### config.mk
export PLATFORM = sky130hd
export DESIGN_NAME = timer_bank
export DESIGN_NICKNAME = d
export VERILOG_FILES = /design/src/rtl/tmr_pkg.sv /design/src/rtl/tmr_prescale.sv /design/src/rtl/tmr_edge_sync.sv /design/src/rtl/tmr_unit.sv /design/src/rtl/timer_bank.sv
export SDC_FILE = /design/constraint.sdc
export NUM_CORES = 1
export LEC_CHECK = 0
export BUFFER_PORTS_ARGS = -buffer_cell sky130_fd_sc_hd__clkbuf_2
export CORE_ASPECT_RATIO = 1.25
export CORE_MARGIN = 2
export CORE_UTILIZATION = 57
export DETAILED_ROUTE_END_ITERATION = 7
export PLACE_DENSITY = 0.8
export REMOVE_ABC_BUFFERS = 1
export SLEW_MARGIN = 10
export SYNTH_ARGS = -nofsm -noshare
export SYNTH_HDL_FRONTEND = slang
export SYNTH_SLANG_ARGS = --single-unit
### constraint.sdc
create_clock -name clk -period 9.5 [get_ports clk]
set_clock_uncertainty 0.1 [all_clocks]
set_input_delay 0.475 -clock clk [delete_from_list [all_inputs] [get_ports clk]]
set_output_delay 0.475 -clock clk [all_outputs]
set_load 0.005 [all_outputs]
### src/rtl/tmr_pkg.sv
package tmr_pkg;
  localparam int unsigned TMR_N   = 6;
  localparam int unsigned TMR_DW  = 8;
  localparam int unsigned PRE_W   = 12;
  localparam int unsigned MID_W   = 4;
  localparam int unsigned EXT_N   = 2;
  localparam int unsigned IDX_W   = $clog2(TMR_N);
  localparam int unsigned MODE0_W = 6;
  localparam int unsigned MODE1_W = 5;

  // source codes shared by the selectors
  localparam logic [1:0] SRC_D16  = 2'd0;
  localparam logic [1:0] SRC_ALT1 = 2'd1;
  localparam logic [1:0] SRC_ALT2 = 2'd2;
  localparam logic [1:0] SRC_ALT3 = 2'd3;

  typedef struct packed {
    logic d2;
    logic d16;
    logic d4096;
  } tap_t;
endpackage

### src/rtl/tmr_prescale.sv
module tmr_prescale
  import tmr_pkg::*;
#(
  parameter int unsigned PW = PRE_W,
  parameter int unsigned MW = MID_W
) (
  input  logic clk,
  input  logic rst_n,
  input  logic fast_tick_i,
  input  logic slow_tick_i,
  input  logic base_sel_i,
  output tap_t taps_o
);
  logic [PW-1:0] pre_q, pre_d;
  logic          base_tick;

  always_comb begin
    base_tick = base_sel_i ? slow_tick_i : fast_tick_i;
    pre_d     = pre_q;
    if (base_tick) pre_d = pre_q + 1'b1;
    taps_o.d2    = base_tick & pre_q[0];
    taps_o.d16   = base_tick & (&pre_q[MW-1:0]);
    taps_o.d4096 = base_tick & (&pre_q);
  end

  always_ff @(posedge clk or negedge rst_n) begin
    if (!rst_n) pre_q <= '0;
    else        pre_q <= pre_d;
  end

  AST_TAP_NEST16: assert property (@(posedge clk) disable iff (!rst_n)
    taps_o.d4096 |-> taps_o.d16) else $error("tap nesting");
  AST_TAP_NEST2: assert property (@(posedge clk) disable iff (!rst_n)
    taps_o.d16 |-> taps_o.d2) else $error("tap nesting");
  AST_PRE_HOLD: assert property (@(posedge clk) disable iff (!rst_n)
    (!fast_tick_i && !slow_tick_i) |=> $stable(pre_q)) else $error("prescaler moved");
endmodule

### src/rtl/tmr_edge_sync.sv
module tmr_edge_sync
  import tmr_pkg::*;
#(
  parameter int unsigned N = EXT_N
) (
  input  logic         clk,
  input  logic         rst_n,
  input  logic [N-1:0] pin_i,
  output logic [N-1:0] fall_o
);
  for (genvar g = 0; g < N; g++) begin : g_pin
    logic s1_q, s2_q, prev_q;

    always_ff @(posedge clk or negedge rst_n) begin
      if (!rst_n) begin
        s1_q   <= 1'b1;
        s2_q   <= 1'b1;
        prev_q <= 1'b1;
      end else begin
        s1_q   <= pin_i[g];
        s2_q   <= s1_q;
        prev_q <= s2_q;
      end
    end

    assign fall_o[g] = prev_q & ~s2_q;

    AST_FALL_SINGLE: assert property (@(posedge clk) disable iff (!rst_n)
      fall_o[g] |=> !fall_o[g]) else $error("double edge pulse");
  end
endmodule

### src/rtl/tmr_unit.sv
module tmr_unit
  import tmr_pkg::*;
#(
  parameter int unsigned DW = TMR_DW
) (
  input  logic          clk,
  input  logic          rst_n,
  input  logic          tick_i,
  input  logic          load_i,
  input  logic [DW-1:0] load_val_i,
  input  logic          clr_i,
  output logic          ovf_o,
  output logic          irq_o
);
  logic [DW-1:0] cnt_q, cnt_d, lat_q, lat_d;
  logic          irq_q, irq_d;
  logic          at_zero;

  always_comb begin
    at_zero = (cnt_q == '0);
    ovf_o   = tick_i & ~load_i & at_zero;
    cnt_d   = cnt_q;
    lat_d   = lat_q;
    if (load_i) begin
      cnt_d = load_val_i;
      lat_d = load_val_i;
    end else if (tick_i) begin
      cnt_d = at_zero ? lat_q : cnt_q - 1'b1;
    end
    irq_d = ovf_o | (irq_q & ~clr_i);
  end

  always_ff @(posedge clk or negedge rst_n) begin
    if (!rst_n) begin
      cnt_q <= '0;
      lat_q <= '0;
      irq_q <= 1'b0;
    end else begin
      cnt_q <= cnt_d;
      lat_q <= lat_d;
      irq_q <= irq_d;
    end
  end

  assign irq_o = irq_q;

  AST_LOAD_NOW: assert property (@(posedge clk) disable iff (!rst_n)
    load_i |=> (cnt_q == $past(load_val_i)) && (lat_q == $past(load_val_i))) else $error("load");
  AST_DECREMENT: assert property (@(posedge clk) disable iff (!rst_n)
    (tick_i && !load_i && cnt_q != '0) |=> cnt_q == $past(cnt_q) - 1'b1) else $error("decrement");
  AST_RELOAD: assert property (@(posedge clk) disable iff (!rst_n)
    (tick_i && !load_i && cnt_q == '0) |=> cnt_q == $past(lat_q)) else $error("reload");
  AST_IDLE_HOLD: assert property (@(posedge clk) disable iff (!rst_n)
    (!tick_i && !load_i) |=> $stable(cnt_q)) else $error("idle move");
  AST_IRQ_SET: assert property (@(posedge clk) disable iff (!rst_n)
    ovf_o |=> irq_o) else $error("irq set");
  AST_IRQ_CLEAR: assert property (@(posedge clk) disable iff (!rst_n)
    (clr_i && !ovf_o) |=> !irq_o) else $error("irq clear");
  AST_IRQ_STICKY: assert property (@(posedge clk) disable iff (!rst_n)
    (irq_o && !clr_i) |=> irq_o) else $error("irq hold");
endmodule

### src/rtl/timer_bank.sv
module timer_bank
  import tmr_pkg::*;
#(
  parameter int unsigned DW   = TMR_DW,
  parameter int unsigned PW   = PRE_W,
  parameter int unsigned NEXT = EXT_N
) (
  input  logic             clk,
  input  logic             rst_n,
  input  logic             fast_tick_i,
  input  logic             slow_tick_i,
  input  logic             base_sel_i,
  input  logic [NEXT-1:0]  ext_pin_i,
  input  logic             lat_we_i,
  input  logic [IDX_W-1:0] lat_idx_i,
  input  logic [DW-1:0]    wr_data_i,
  input  logic             mode_we_i,
  input  logic             mode_idx_i,
  input  logic [TMR_N-1:0] irq_clr_i,
  output logic [TMR_N-1:0] irq_o,
  output logic [TMR_N-1:0] ovf_o
);
  // reset: asynchronous assert, synchronous release
  logic [1:0] rst_sync_q;
  logic       rst_int_n;

  always_ff @(posedge clk or negedge rst_n) begin
    if (!rst_n) rst_sync_q <= 2'b00;
    else        rst_sync_q <= {rst_sync_q[0], 1'b1};
  end
  assign rst_int_n = rst_sync_q[1];

  // mode registers
  logic [MODE0_W-1:0] mode0_q, mode0_d;
  logic [MODE1_W-1:0] mode1_q, mode1_d;

  always_comb begin
    mode0_d = mode0_q;
    mode1_d = mode1_q;
    if (mode_we_i) begin
      if (mode_idx_i) mode1_d = wr_data_i[MODE1_W-1:0];
      else            mode0_d = wr_data_i[MODE0_W-1:0];
    end
  end

  always_ff @(posedge clk or negedge rst_int_n) begin
    if (!rst_int_n) begin
      mode0_q <= '0;
      mode1_q <= '0;
    end else begin
      mode0_q <= mode0_d;
      mode1_q <= mode1_d;
    end
  end

  // shared sources
  tap_t            taps;
  logic [NEXT-1:0] ext_fall;

  tmr_prescale #(.PW(PW), .MW(MID_W)) u_pre (
    .clk         (clk),
    .rst_n       (rst_int_n),
    .fast_tick_i (fast_tick_i),
    .slow_tick_i (slow_tick_i),
    .base_sel_i  (base_sel_i),
    .taps_o      (taps)
  );

  tmr_edge_sync #(.N(NEXT)) u_sync (
    .clk    (clk),
    .rst_n  (rst_int_n),
    .pin_i  (ext_pin_i),
    .fall_o (ext_fall)
  );

  // per-counter load strobes
  logic [TMR_N-1:0] load;
  always_comb begin
    load = '0;
    for (int k = 0; k < TMR_N; k++)
      if (lat_we_i && (lat_idx_i == IDX_W'(k))) load[k] = 1'b1;
  end

  // source selection, written as separate scalars so the chain stays acyclic
  logic tk1, tk2, tk3, tk4, tk5, tk6;
  logic of1, of2, of3, of4, of5, of6;
  logic [1:0] sel1, sel2, sel3, sel4, sel5;

  assign sel1 = mode0_q[1:0];
  assign sel2 = mode0_q[3:2];
  assign sel3 = mode0_q[5:4];
  assign sel4 = mode1_q[1:0];
  assign sel5 = mode1_q[3:2];

  always_comb begin
    case (sel1)
      SRC_D16:  tk1 = taps.d16;
      SRC_ALT1: tk1 = taps.d4096;
      default:  tk1 = ext_fall[0];
    endcase
  end

  always_comb begin
    case (sel2)
      SRC_D16:  tk2 = taps.d16;
      SRC_ALT1: tk2 = of1;
      default:  tk2 = ext_fall[0];
    endcase
  end

  always_comb begin
    case (sel3)
      SRC_D16:  tk3 = taps.d16;
      SRC_ALT1: tk3 = slow_tick_i;
      default:  tk3 = ext_fall[NEXT-1];
    endcase
  end

  always_comb begin
    case (sel4)
      SRC_D16:  tk4 = taps.d16;
      SRC_ALT1: tk4 = taps.d2;
      SRC_ALT2: tk4 = slow_tick_i;
      default:  tk4 = of3;
    endcase
  end

  always_comb begin
    case (sel5)
      SRC_D16:  tk5 = taps.d16;
      SRC_ALT1: tk5 = of2;
      default:  tk5 = of4;
    endcase
  end

  assign tk6 = mode1_q[4] ? of5 : taps.d16;

  tmr_unit #(.DW(DW)) u_t1 (.clk(clk), .rst_n(rst_int_n), .tick_i(tk1), .load_i(load[0]),
    .load_val_i(wr_data_i), .clr_i(irq_clr_i[0]), .ovf_o(of1), .irq_o(irq_o[0]));
  tmr_unit #(.DW(DW)) u_t2 (.clk(clk), .rst_n(rst_int_n), .tick_i(tk2), .load_i(load[1]),
    .load_val_i(wr_data_i), .clr_i(irq_clr_i[1]), .ovf_o(of2), .irq_o(irq_o[1]));
  tmr_unit #(.DW(DW)) u_t3 (.clk(clk), .rst_n(rst_int_n), .tick_i(tk3), .load_i(load[2]),
    .load_val_i(wr_data_i), .clr_i(irq_clr_i[2]), .ovf_o(of3), .irq_o(irq_o[2]));
  tmr_unit #(.DW(DW)) u_t4 (.clk(clk), .rst_n(rst_int_n), .tick_i(tk4), .load_i(load[3]),
    .load_val_i(wr_data_i), .clr_i(irq_clr_i[3]), .ovf_o(of4), .irq_o(irq_o[3]));
  tmr_unit #(.DW(DW)) u_t5 (.clk(clk), .rst_n(rst_int_n), .tick_i(tk5), .load_i(load[4]),
    .load_val_i(wr_data_i), .clr_i(irq_clr_i[4]), .ovf_o(of5), .irq_o(irq_o[4]));
  tmr_unit #(.DW(DW)) u_t6 (.clk(clk), .rst_n(rst_int_n), .tick_i(tk6), .load_i(load[5]),
    .load_val_i(wr_data_i), .clr_i(irq_clr_i[5]), .ovf_o(of6), .irq_o(irq_o[5]));

  assign ovf_o = {of6, of5, of4, of3, of2, of1};

  AST_MODE_SEL0: assert property (@(posedge clk) disable iff (!rst_int_n)
    (mode_we_i && mode_idx_i) |=> $stable(mode0_q)) else $error("mode0 touched");
  AST_MODE_SEL1: assert property (@(posedge clk) disable iff (!rst_int_n)
    (mode_we_i && !mode_idx_i) |=> $stable(mode1_q)) else $error("mode1 touched");
  AST_OVF_IDLE: assert property (@(posedge clk) disable iff (!rst_int_n)
    (!fast_tick_i && !slow_tick_i && ext_fall == '0) |-> ovf_o == '0) else $error("ovf idle");
endmodule

==> metrics.log <==
INFO  metric netlist_top_cells_count = sky130_fd_sc_hd__nand2_1 (199), sky130_fd_sc_hd__dfrtp_1 (127), sky130_fd_sc_hd__nor2_1 (54)
INFO  metric syn_area = a little under 7000 um2
INFO  metric finalCoreUtilization = between 60 and 70%
INFO  metric firstDrtPassIters = 5
INFO  metric critical_path.startpoint_type = flip-flop
INFO  metric final_antenna_net_count = 0
INFO  metric synth-warning-count = 0
INFO  metric swShare = between 30% and 40%
INFO  metric post_route_cells_drive_above_1_share = approximately an eighth
INFO  metric yosys.cell_types.count = 57
INFO  metric critical_path.startpoint = u_t2.cnt_q[2]
INFO  metric postSynthRegisterBits = roughly 130
INFO  metric cts_htree_levels = 4
INFO  metric dieWidth = just over 100 um
INFO  metric initialDrtViolationCount = ~440
INFO  metric num_vias = between 5,000 and 6,000
INFO  metric cts.root.buffer_cell = sky130_fd_sc_hd__clkbuf_16
INFO  metric worst_path_setup_slack_after_routing = 4.741 ns
INFO  metric power_density = about 270 nW/um2
INFO  metric crit_fanout = 16
INFO  metric synthMostInstantiatedCell = sky130_fd_sc_hd__nand2_1
INFO  metric synth_enable_flop_cells = 0
INFO  metric vias_in_the_first_global_route = between 5,000 and 6,000
INFO  metric largest-register = u_pre.pre_q
INFO  metric routed_wl = between 10 and 15 mm
INFO  metric gpl.final_weighted_congestion = around 0.90
INFO  metric drv.max_cap_violation_count = 0
INFO  metric remaining_drc_errors = 0
INFO  metric start_util = between 50 and 60%
INFO  metric dp_hpwl = between 9 and 10 mm
INFO  metric cp.arrival = 4.18 ns
INFO  metric placement.setup.worst_slack = approximately 5.2 ns
INFO  metric share_clk_of_total_power = between 20% and 30%
INFO  metric cts_tree = built
INFO  metric max-vdd-ir-drop = approximately 0.16 mV
INFO  metric clock.fmax = about 210 MHz
INFO  metric fin_total_pwr = 2.017 mW
INFO  metric grt.overflow.total = 0
INFO  metric largest_net_degree_at_the_start_of_global_routing = 73
INFO  metric die_extent_in_y = roughly 130 um
INFO  metric final_max_slew_viol_count = 0
INFO  metric synthTopCellsByArea = sky130_fd_sc_hd__dfrtp_1 (47%), sky130_fd_sc_hd__nand2_1 (11%), sky130_fd_sc_hd__a21oi_1 (3.7%), sky130_fd_sc_hd__nor2_1 (3.0%), sky130_fd_sc_hd__o21ai_0 (2.8%)
INFO  metric clkTransAtPathRegs = about 0.060 ns
INFO  metric area_fraction_of_the_dominant_cell_type_after_synthesis = 47.05%
INFO  metric n_antenna_cell = 0
INFO  metric clock_path_buffers = 2
INFO  metric rsz0062_at_grt = no
INFO  metric synth.yosys.seq_area_share = 49.38%
INFO  metric p_switching = approximately 0.71 mW
INFO  metric timing_worst_setup_path_type = reg -> out
INFO  metric hold-worst-slack = 0.03712 ns
INFO  metric post-route-period-util = around half
INFO  metric clock_sink_count = 133
INFO  metric average_size_of_a_mapped_cell = between 8 and 9 um2
INFO  metric share_seq_of_total_power = between 40% and 50%
INFO  metric r2r_end = u_t6.cnt_q[4]
INFO  metric wl_per_cell = 15.62 um
INFO  metric cp-end-kind = output pin
INFO  metric cts-buffers-inserted = 17
INFO  metric antenna_found_initial = 0
INFO  metric min_path_type = in -> reg
INFO  metric power.internal = roughly 1.3 mW
INFO  metric power.static_leakage = roughly 3.6 nW
INFO  metric timing.critical_path.to = ovf_o[5]
INFO  metric floorplan.rows = 44
INFO  metric finalHoldViolations = 0
INFO  metric synth_top_flop_cell = sky130_fd_sc_hd__dfrtp_1
INFO  metric synth_largest_area_cell = sky130_fd_sc_hd__dfrtp_1
INFO  metric setup.reg_to_reg.worst_slack = 5.37 ns
INFO  metric worst-endpoint-required = between 8 and 9 ns
INFO  metric io_pins = 39
INFO  metric gr-usage-all-layers = ~25%
INFO  metric grt_pass1_wl = around 25 mm
INFO  metric place.port_buffers = 38
INFO  metric clock_latency = between 0.4 and 0.5 ns
INFO  metric p_comb_share = 27.1%
INFO  metric status = complete, no violations
INFO  metric crit-reg2reg-launch = u_t2.cnt_q[2]
INFO  metric final.min_clock_period = about 4.8 ns
INFO  metric area_of_the_die = 12,740 um2
INFO  metric r2r_cells = 8
INFO  metric syn-instance-count = 761
INFO  metric maxSlewHeadroom = a little over a third
INFO  metric core_area = roughly 12,000 um2
INFO  metric largest_register_ffs = 12
INFO  metric timing_worst_slew_pin_value = around 1 ns
INFO  metric final_nets = 820
INFO  metric post_cts.resized_instances = 0
INFO  metric number_of_setup_violations_in_the_final_report = 0
INFO  metric async_flop_share = 100.0%
INFO  metric drt-vias-per-instance = 5.822
INFO  metric tns = 0 ns
INFO  metric flow.area_growth_from_synthesis = 11.19%
==> cell type report <==
type | instances | area, um2
clock buffers | 19 | 442.9
clock inverters | 13 | 85.08
fillers | 922 | 4105
inverters | 33 | 123.9
multi-input cells | 550 | 3073
flip-flops and latches | 133 | 3339
well taps | 161 | 201.4
repair buffers | 45 | 245.2
==> power by group through the flow <==
stage          clock network (mW)  registers [mW]  logic [mW]
6_report                    0.584           0.886       0.547
5_1_grt                     0.615           0.911       0.629
4_1_cts                     0.590           0.882       0.546
3_5_place_dp                    0           0.888       0.539
3_3_place_gp                    0           0.877       0.514
2_1_floorplan                   0           0.851       0.430
==> how the worst min path moves through the flow <==
| stage | cells after the start | slack, ns | from | to |
|---|---|---|---|---|
| after floorplan | 0 | 0.08 | rst_n | rst_sync_q[0] |
| after global placement | 1 | 0.16 | rst_n | rst_sync_q[0] |
| after detailed placement | 1 | 0.16 | rst_n | rst_sync_q[0] |
| after CTS | 1 | 0.03 | ext_pin_i[1] | u_sync.g_pin[1].s1_q |
| after global routing | 1 | 0.03 | ext_pin_i[1] | u_sync.g_pin[1].s1_q |
| final | 1 | 0.04 | ext_pin_i[1] | u_sync.g_pin[1].s1_q |
==> worst max-delay path, cell delays in order, from the launching register on <==
cell                        delay (ns)
sky130_fd_sc_hd__dfrtp_1          0.44
sky130_fd_sc_hd__or4_4            0.55
sky130_fd_sc_hd__or4b_1           0.76
sky130_fd_sc_hd__or3b_1           0.49
sky130_fd_sc_hd__nor4_2           0.22
sky130_fd_sc_hd__a2bb2oi_2        0.63
sky130_fd_sc_hd__a31oi_2          0.31
sky130_fd_sc_hd__nor3_2           0.21
sky130_fd_sc_hd__clkbuf_2         0.15
==> metal layers <==
layer	track usage, %	up-vias	share of wire, %
met3	5.327	37	3.9
li1	-	2658	-
met5	0	-	0
met1	32.17	2712	43
met2	41.25	147	50
met4	10.81	0	2.9
==> cell usage in the layout (no fill, tap or decap), drive strengths merged, types with 9 or more instances in the layout <==
master / synthesis / final
a211oi: 11 / 11
a21oi: 50 / 50
clkbuf: 30 / 57
dfrtp: 127 / 127
ha: 13 / 13
inv: 33 / 34
mux2: 13 / 13
nand2: 199 / 199
nand3: 10 / 10
nor2: 54 / 54
nor3: 15 / 15
nor4: 9 / 9
o21ai: 42 / 42
o221ai: 17 / 17
or3: 10 / 10
xnor2: 10 / 10
xor2: 10 / 10
==> per-stage QoR <==
step,cell area [um2],instances
5_1_grt,7511,954
2_1_floorplan,6533,716
6_report,7511,954
3_5_place_dp,6973,921
4_1_cts,7511,954
3_3_place_gp,6973,921
==> timing repair <==
item	in CTS	in global routing
hold endpoints to repair	2	0
setup buffers	0	0
hold buffers	1	0
==> cells by family (layout without fill, tap and decap cells) <==
| family | count (synthesis) | in the layout | share of synthesized area, % |
|---|---|---|---|
| xor gates and xnor gates | 20 | 20 | 2.593 |
| buffers and inverters | 78 | 110 | 5.131 |
| DFF | 133 | 133 | 49.38 |
| other | 1 | 1 | 0.05551 |
| muxes | 20 | 20 | 3.204 |
| AOI/OAI and AO/OA | 161 | 161 | 15.19 |
| adders and majority gates | 13 | 13 | 2.408 |
| and+or+nand+nor | 335 | 335 | 22.04 |
Note: power is estimated with default switching activity, not from simulation.
